$ cat src/rtl/tco_pkg.sv
package tco_pkg;

    typedef enum logic [1:0] {
        SEL_MODE   = 2'd0,
        SEL_LEVEL  = 2'd1,
        SEL_ENABLE = 2'd2,
        SEL_LATCH  = 2'd3
    } tco_sel_e;

endpackage

$ cat src/rtl/tco_lane.sv
// Next-value logic for one channel's output latch.
module tco_lane (
    input  logic mode,
    input  logic lvl,
    input  logic en,
    input  logic own_evt,
    input  logic par_evt,
    input  logic sw_we,
    input  logic sw_bit,
    input  logic cur,
    output logic nxt
);
    always_comb begin
        nxt = cur;
        if (!en) begin
            if (sw_we) nxt = sw_bit;
        end else if (!mode) begin
            if (own_evt) nxt = ~cur;
        end else begin
            // own event wins over the partner on a tie
            if (own_evt)      nxt = lvl;
            else if (par_evt) nxt = ~lvl;
        end
    end
endmodule

$ cat src/rtl/tco_rdmux.sv
module tco_rdmux
    import tco_pkg::*;
#(
    parameter int W = 8
) (
    input  logic [1:0]   sel,
    input  logic [W-1:0] mode,
    input  logic [W-1:0] lvl,
    input  logic [W-1:0] en,
    input  logic [W-1:0] lat,
    output logic [W-1:0] dout
);
    always_comb begin
        unique case (tco_sel_e'(sel))
            SEL_MODE:   dout = mode;
            SEL_LEVEL:  dout = lvl;
            SEL_ENABLE: dout = en;
            default:    dout = lat;
        endcase
    end
endmodule

$ cat src/rtl/tmr_out_ctrl.sv
module tmr_out_ctrl
    import tco_pkg::*;
#(
    parameter int NCH = 8
) (
    input  logic           clk,
    input  logic           rst_n,
    input  logic [NCH-1:0] evt_i,
    input  logic [NCH-1:0] out_we_i,
    input  logic [NCH-1:0] out_wdata_i,
    input  logic           cfg_we_i,
    input  logic [1:0]     cfg_sel_i,
    input  logic [NCH-1:0] cfg_wdata_i,
    input  logic [1:0]     rd_sel_i,
    output logic [NCH-1:0] rd_data_o,
    output logic [NCH-1:0] tout_o
);
    typedef struct packed {
        logic [NCH-1:0] mode;
        logic [NCH-1:0] lvl;
        logic [NCH-1:0] en;
        logic [NCH-1:0] lat;
    } st_t;

    st_t            st_d, st_q;
    logic [NCH-1:0] lat_nxt;

    for (genvar i = 0; i < NCH; i++) begin : g_lane
        localparam int PAR = (i == 0) ? NCH - 1 : i - 1;
        tco_lane u_lane (
            .mode    (st_q.mode[i]),
            .lvl     (st_q.lvl[i]),
            .en      (st_q.en[i]),
            .own_evt (evt_i[i]),
            .par_evt (evt_i[PAR]),
            .sw_we   (out_we_i[i]),
            .sw_bit  (out_wdata_i[i]),
            .cur     (st_q.lat[i]),
            .nxt     (lat_nxt[i])
        );
    end

    always_comb begin
        st_d     = st_q;
        st_d.lat = lat_nxt;
        if (cfg_we_i) begin
            case (tco_sel_e'(cfg_sel_i))
                SEL_MODE:   st_d.mode = cfg_wdata_i;
                SEL_LEVEL:  st_d.lvl  = cfg_wdata_i;
                SEL_ENABLE: st_d.en   = cfg_wdata_i;
                default:    ;
            endcase
        end
    end

    always_ff @(posedge clk) begin
        if (!rst_n) st_q <= '0;
        else        st_q <= st_d;
    end

    tco_rdmux #(.W(NCH)) u_rdmux (
        .sel  (rd_sel_i),
        .mode (st_q.mode),
        .lvl  (st_q.lvl),
        .en   (st_q.en),
        .lat  (st_q.lat),
        .dout (rd_data_o)
    );

    assign tout_o = st_q.lat;
endmodule

$ cat config.mk
export PLATFORM = sky130hd
export DESIGN_NAME = tmr_out_ctrl
export DESIGN_NICKNAME = d
export VERILOG_FILES = /design/src/rtl/tco_pkg.sv /design/src/rtl/tco_lane.sv /design/src/rtl/tco_rdmux.sv /design/src/rtl/tmr_out_ctrl.sv
export SDC_FILE = /design/constraint.sdc
export NUM_CORES = 1
export LEC_CHECK = 0
export CAP_MARGIN = 20
export CORE_UTILIZATION = 35
export DETAILED_ROUTE_END_ITERATION = 16
export PLACE_DENSITY = 0.7
export SLEW_MARGIN = 15
export SYNTH_ARGS = -nofsm -noshare
export SYNTH_HDL_FRONTEND = slang
export SYNTH_SLANG_ARGS = --single-unit
$ cat constraint.sdc
create_clock -name clk -period 2.4 [get_ports clk]
set_input_delay 0.24 -clock clk [delete_from_list [all_inputs] [get_ports clk]]
set_output_delay 0.24 -clock clk [all_outputs]
set_load 0.005 [all_outputs]
==> impl_metrics.json, run 1 <==
{
  "clock_path_buffers": 2,
  "pin_count": 55,
  "grt_pass1_vias": 1492,
  "via_count": 1551,
  "dp_hpwl_um": 3145,
  "synth-main-ff-cell": "dfxtp_1",
  "netlist.area_leader.share": 0.3272,
  "skew_ns": 0.004716,
  "tightest_slew_ns": 0.6418,
  "setup_viol": 0,
  "fmax_mhz": 471.6,
  "post-route-util": 0.4964,
  "die_y_um": 76.80,
  "initial_utilization": 0.3739,
  "status": "complete, no violations",
  "grt_max_degree": 19,
  "ys_async_sr_fraction": 0,
  "critPathKind": "in2out",
  "antenna_found_initial": 0,
  "clk_latency_ns": 0.29,
  "layout_setup_ws_ns": 0.2797,
  "drtIter0Drc": 62,
  "synth.net_count": 226,
  "top_usage_layer": "met2",
  "power_mw": 1.293,
  "yosysSeqAreaShare": 0.3272,
  "drive_gt1_frac": 0.1266,
  "hold_depth": 2,
  "syn_area_mm2": 0.001958,
  "synth.distinct_cells": 25,
  "p_per_area_mw_per_mm2": 497.5,
  "reg2reg_depth": 3,
  "nNetsFinal": 276,
  "grt_use_total": 0.1581,
  "endpoint_kind": "output port",
  "ant_nets": 0,
  "dp_slack_ns": 0.2663,
  "core_area_mm2": 0.005238,
  "synthTopCellsByArea": "dfxtp_1, mux2i_1, nor2b_1",
  "start_kind": "input pin",
  "postCtsResizedCells": 0,
  "globalRouteMet2Util": 0.2482,
  "synth_largest_area_cell": "dfxtp_1",
  "diodes": 0,
  "grt_use_met3": 0.05000,
  "synthCells": 187,
  "path_max_fanout": 7,
  "cp_data_required_time_ns": 2.16,
  "hold_ws_ns": 0.5212,
  "dieArea_mm2": 0.005897,
  "die_w_um": 76.80,
  "hold_path_class": "reg2reg",
  "arrival_ns": 1.88,
  "power_leakage_nw": 0.9676,
  "grt_pass1_wl_um": 7293,
  "cts.sinks": 32,
  "ys_ff_latch": 32,
  "final_max_slew_viol_count": 0,
  "finalWirelength_um": 4345,
  "wl_per_cell_um": 14.15,
  "postCtsSetupBuffers": 0,
  "first_pass_iters": 4,
  "hold_buffers": 0,
  "grt_overflow_total": 0,
  "grt_util_met1": 0.2040,
  "layout_min_cycle_time_ns": 2.120,
  "synth_edf_count": 0,
  "areaGrowthSynthToFinish_pct": 32.78,
  "viasPerCell": 5.052,
  "cts-buffers-inserted": 5,
  "drv_cap": 0,
  "rsz0062_at_grt": "no",
  "syn_avg_cell_area_um2": 10.47,
  "hold_viol_final": 0,
  "clk_pin_slew_ns": 0.07,
  "io_buffer_count": 54,
  "yosysWarnings": 0,
  "slew-limit-headroom": 0.5709,
  "ir_drop_v": 0.0002171,
  "period_share": 0.8834,
  "cts_tree": "built",
  "num_rows": 26,
  "drc": 0,
  "place_congestion": 0.7923,
  "htreeDepth": 2,
  "cts-root-buf": "clkbuf_8",
  "fin_tns_setup_ns": 0
}
[cell usage in the layout (no fill, tap or decap), drive strengths merged, types with 3 or more instances in the layout]
master         instances
a21oi                  6
and2b                  6
buf                    5
clkbuf                 7
clkdlybuf4s50         54
dfxtp                 32
mux2                   8
mux2i                 24
mux4                   8
nand2                  3
nand2b                13
nand3b                 3
nor2b                 33
o21ai                  8
o221a                  6
o221ai                 7
xnor2                  6
[stage by stage]
step	std cells	area, um2
2_1_floorplan	187	1958
3_3_place_gp	300	2504
3_5_place_dp	300	2504
4_1_cts	307	2600
5_1_grt	307	2600
6_report	307	2600
[state kept, by name, summed over array words and instances, names as in the netlist]
signal / count
tout_o: 8
st_q: 24
[Yosys cell counts (6+ instances only)]
cell      number
and2b_1        6
buf_4         10
nand2b_1      13
dfxtp_1       32
xnor2_1        6
o21ai_0        8
o221ai_1       7
mux2i_1       24
mux4_2         8
nor2b_1       32
a21oi_1        6
mux2_2         8
o221a_1        6
[power breakdown]
part / total, mW / internal, mW / switching [mW]
clock network: 0.457 / 0.255 / 0.201
registers: 0.587 / 0.555 / 0.0312
logic: 0.250 / 0.166 / 0.0837
[layout make-up]
class / instances / area [um2]
multi-input cells: 139 / 1197
well taps: 70 / 87.58
fillers: 486 / 2638
clock buffers: 7 / 96.34
flip-flops and latches: 32 / 640.6
repair buffers: 59 / 578.1
[worst max-delay path, cell delays in order]
cell	delay, ns
clkdlybuf4s50_1	0.45
buf_4	0.19
mux4_2	0.53
clkdlybuf4s50_1	0.47
[path summary, 6_finish.rpt]
kind | startpoint | endpoint | slack [ns]
setup / recovery | rd_sel_i[1] | rd_data_o[0] | 0.28
hold / removal | st_q[25] | tout_o[1] | 0.52
setup reg to reg | st_q[30] | tout_o[6] | 1.38
hold reg to reg | st_q[25] | tout_o[1] | 0.52
[cell families after synthesis]
| group | Yosys count | share of synthesized area |
|---|---|---|
| AND/OR/NAND/NOR | 61 | 0.2019 |
| XOR/XNOR | 6 | 0.02684 |
| flip-flops | 32 | 0.3272 |
| multiplexers | 40 | 0.2607 |
| buffers and inverters | 16 | 0.06134 |
| AO/OA/AOI/OAI | 32 | 0.1220 |
[routing by layer]
metal  up-vias  part of all wire
li1        776                 -
met1       720              0.48
met2        50              0.45
met3         5             0.061
met4         0             0.014
met5         -                 0
Power figures use the tool's default switching activity.
==> run 2: changes to the inputs <==
- PLACE_DENSITY: 0.7 -> 0.71
- SYNTH_HIERARCHICAL: unset -> 1
==> impl_metrics.json, run 2 <==
{
  "top_register": "st_q",
  "wl_per_cell_um": 12.89,
  "cpMostUsedCell": "clkdlybuf4s50_1",
  "clk_latency_ns": 0.28,
  "tightest_slew_ns": 0.6285,
  "p_per_area_mw_per_mm2": 512.2,
  "drv_cap": 0,
  "synth-main-ff-cell": "dfxtp_1",
  "num_rows": 25,
  "cts.sinks": 32,
  "finalWirelength_um": 3907,
  "yosysWarnings": 6,
  "final_max_slew_viol_count": 0,
  "drtIter0Drc": 47,
  "ir_drop_v": 0.0002146,
  "grt_pass1_wl_um": 6313,
  "grt_max_degree": 41,
  "largest_reg_flops": 24,
  "dp_hpwl_um": 2811,
  "grt_use_total": 0.1567,
  "dieArea_mm2": 0.005377,
  "drc": 0,
  "syn_area_mm2": 0.001780,
  "first_pass_iters": 4,
  "pin_count": 55,
  "yosysSeqAreaShare": 0.3598,
  "period_share": 0.8858,
  "globalRouteMet2Util": 0.2737,
  "fin_tns_setup_ns": 0,
  "dpl_cell_area_mm2": 0.002327,
  "post-route-util": 0.5018,
  "endpoint_kind": "output port",
  "grt_util_met1": 0.1784,
  "synth_largest_area_cell": "dfxtp_1",
  "grt_pass1_vias": 1435,
  "fmax_mhz": 470.4,
  "hold_buffers": 0,
  "via_count": 1538,
  "clock_path_buffers": 2,
  "top_usage_layer": "met2",
  "slowest_stage": "clkdlybuf4s50_1",
  "synth_most_common_cell": "nand2_1",
  "ys_async_sr_fraction": 0,
  "critPathKind": "in2out",
  "io_buffer_count": 54,
  "synth.top_cells.by_count": "nand2_1, dfxtp_1, mux2i_1",
  "ant_nets": 0,
  "drive_gt1_frac": 0.07627,
  "cp_data_required_time_ns": 2.16,
  "initial_utilization": 0.3696,
  "diodes": 0,
  "hold_path_class": "reg2reg",
  "synth_edf_count": 0,
  "ys_ff_latch": 32,
  "core_area_mm2": 0.004817,
  "synthCells": 188,
  "slew-limit-headroom": 0.5798,
  "cp_cell_sequence": "clkdlybuf4s50_1 > buf_12 > mux4_2 > clkdlybuf4s50_1",
  "arrival_ns": 1.89,
  "cts-buffers-inserted": 5,
  "die_y_um": 73.33,
  "critical_path_buf_inv_count": 3,
  "synth.distinct_cells": 19,
  "synthTopCellsByArea": "dfxtp_1, mux2i_1, mux4_2",
  "path_max_fanout": 8,
  "htreeDepth": 2,
  "grt_overflow_total": 0,
  "skew_ns": 0.002718,
  "postCtsSetupBuffers": 0,
  "cts_tree": "built",
  "layout_min_cycle_time_ns": 2.126,
  "status": "complete, no violations",
  "layout_commonest_cell": "clkdlybuf4s50_1",
  "syn_avg_cell_area_um2": 9.471,
  "crit_family": "buffers and inverters",
  "viasPerCell": 5.076,
  "final_cell_area_mm2": 0.002417,
  "place_congestion": 0.7560,
  "setup_viol": 0,
  "netlist.area_leader.share": 0.3598,
  "rsz0062_at_grt": "no",
  "synth.net_count": 227,
  "hold_viol_final": 0,
  "final_cell_mix": "clkdlybuf4s50_1, nand2_1, mux2i_1, dfxtp_1",
  "areaGrowthSynthToFinish_pct": 35.77,
  "start_kind": "input pin",
  "power_leakage_nw": 0.9605,
  "antenna_found_initial": 0,
  "nNetsFinal": 274,
  "die_w_um": 73.33,
  "clk_pin_slew_ns": 0.06,
  "cts-root-buf": "clkbuf_8",
  "grt_use_met3": 0.03292,
  "postCtsResizedCells": 0,
  "max_stage_delay_ns": 0.52
}
==> run 2: cells by family (layout without fill, tap and decap cells) <==
logic type	after synthesis	in the layout	share of synthesized area
multiplexers	40	40	0.2811
buffers and inverters	25	73	0.08011
flip-flops	32	32	0.3598
AO/OA/AOI/OAI	32	32	0.1349
AND/OR/NAND/NOR	59	59	0.1441
==> run 2: path summary, 6_finish.rpt <==
path	cells past startpoint	startpoint	end	slack, ns
hold / removal	2	st_q[16]	st_q[16]	0.49
setup reg to reg	4	st_q[25]	tout_o[1]	1.29
setup / recovery	4	rd_sel_i[0]	rd_data_o[7]	0.27
hold reg to reg	2	st_q[16]	st_q[16]	0.49
==> run 2: cell type report <==
| class | count | area [um2] |
|---|---|---|
| inverters | 8 | 30.03 |
| flip-flops and latches | 32 | 640.6 |
| multi-input cells | 131 | 997.2 |
| well taps | 67 | 83.83 |
| repair buffers | 57 | 575.6 |
| fillers | 491 | 2400 |
| clock buffers | 8 | 90.09 |
==> run 2: routing by layer <==
layer / vias up / wire length [um] / share of wire
met4: 0 / 58 / 0.015
met1: 717 / 1757 / 0.45
met3: 7 / 183 / 0.047
met5: - / 0 / 0
met2: 43 / 1907 / 0.49
li1: 771 / - / -
==> run 2: power by group <==
group | total (mW) | switching (mW) | internal [mW] | leakage [nW]
sequential | 0.584 | 0.0281 | 0.556 | 0.261
combinational | 0.233 | 0.0819 | 0.151 | 0.654
clock | 0.421 | 0.188 | 0.234 | 0.0455
total | 1.24 | 0.298 | 0.940 | 0.960
==> run 2: metrics by stage <==
step                hold WS (ns)  cells  worst slack [ns]  total power, mW
floorplan                 0.4227    188             1.283           0.7134
global placement          0.4761    295            0.2816           0.8268
detailed placement        0.4819    295            0.2613           0.8303
CTS                       0.4918    303            0.2590            1.254
global route              0.5170    303            0.2255            1.303
finish                    0.4921    303            0.2740            1.238
==> run 2: worst reg2reg max path, stage by stage, from the launching register on <==
cell	delay, ns
dfxtp_1	0.36
a21oi_1	0.15
a31oi_1	0.06
o311a_1	0.29
and2_1	0.15
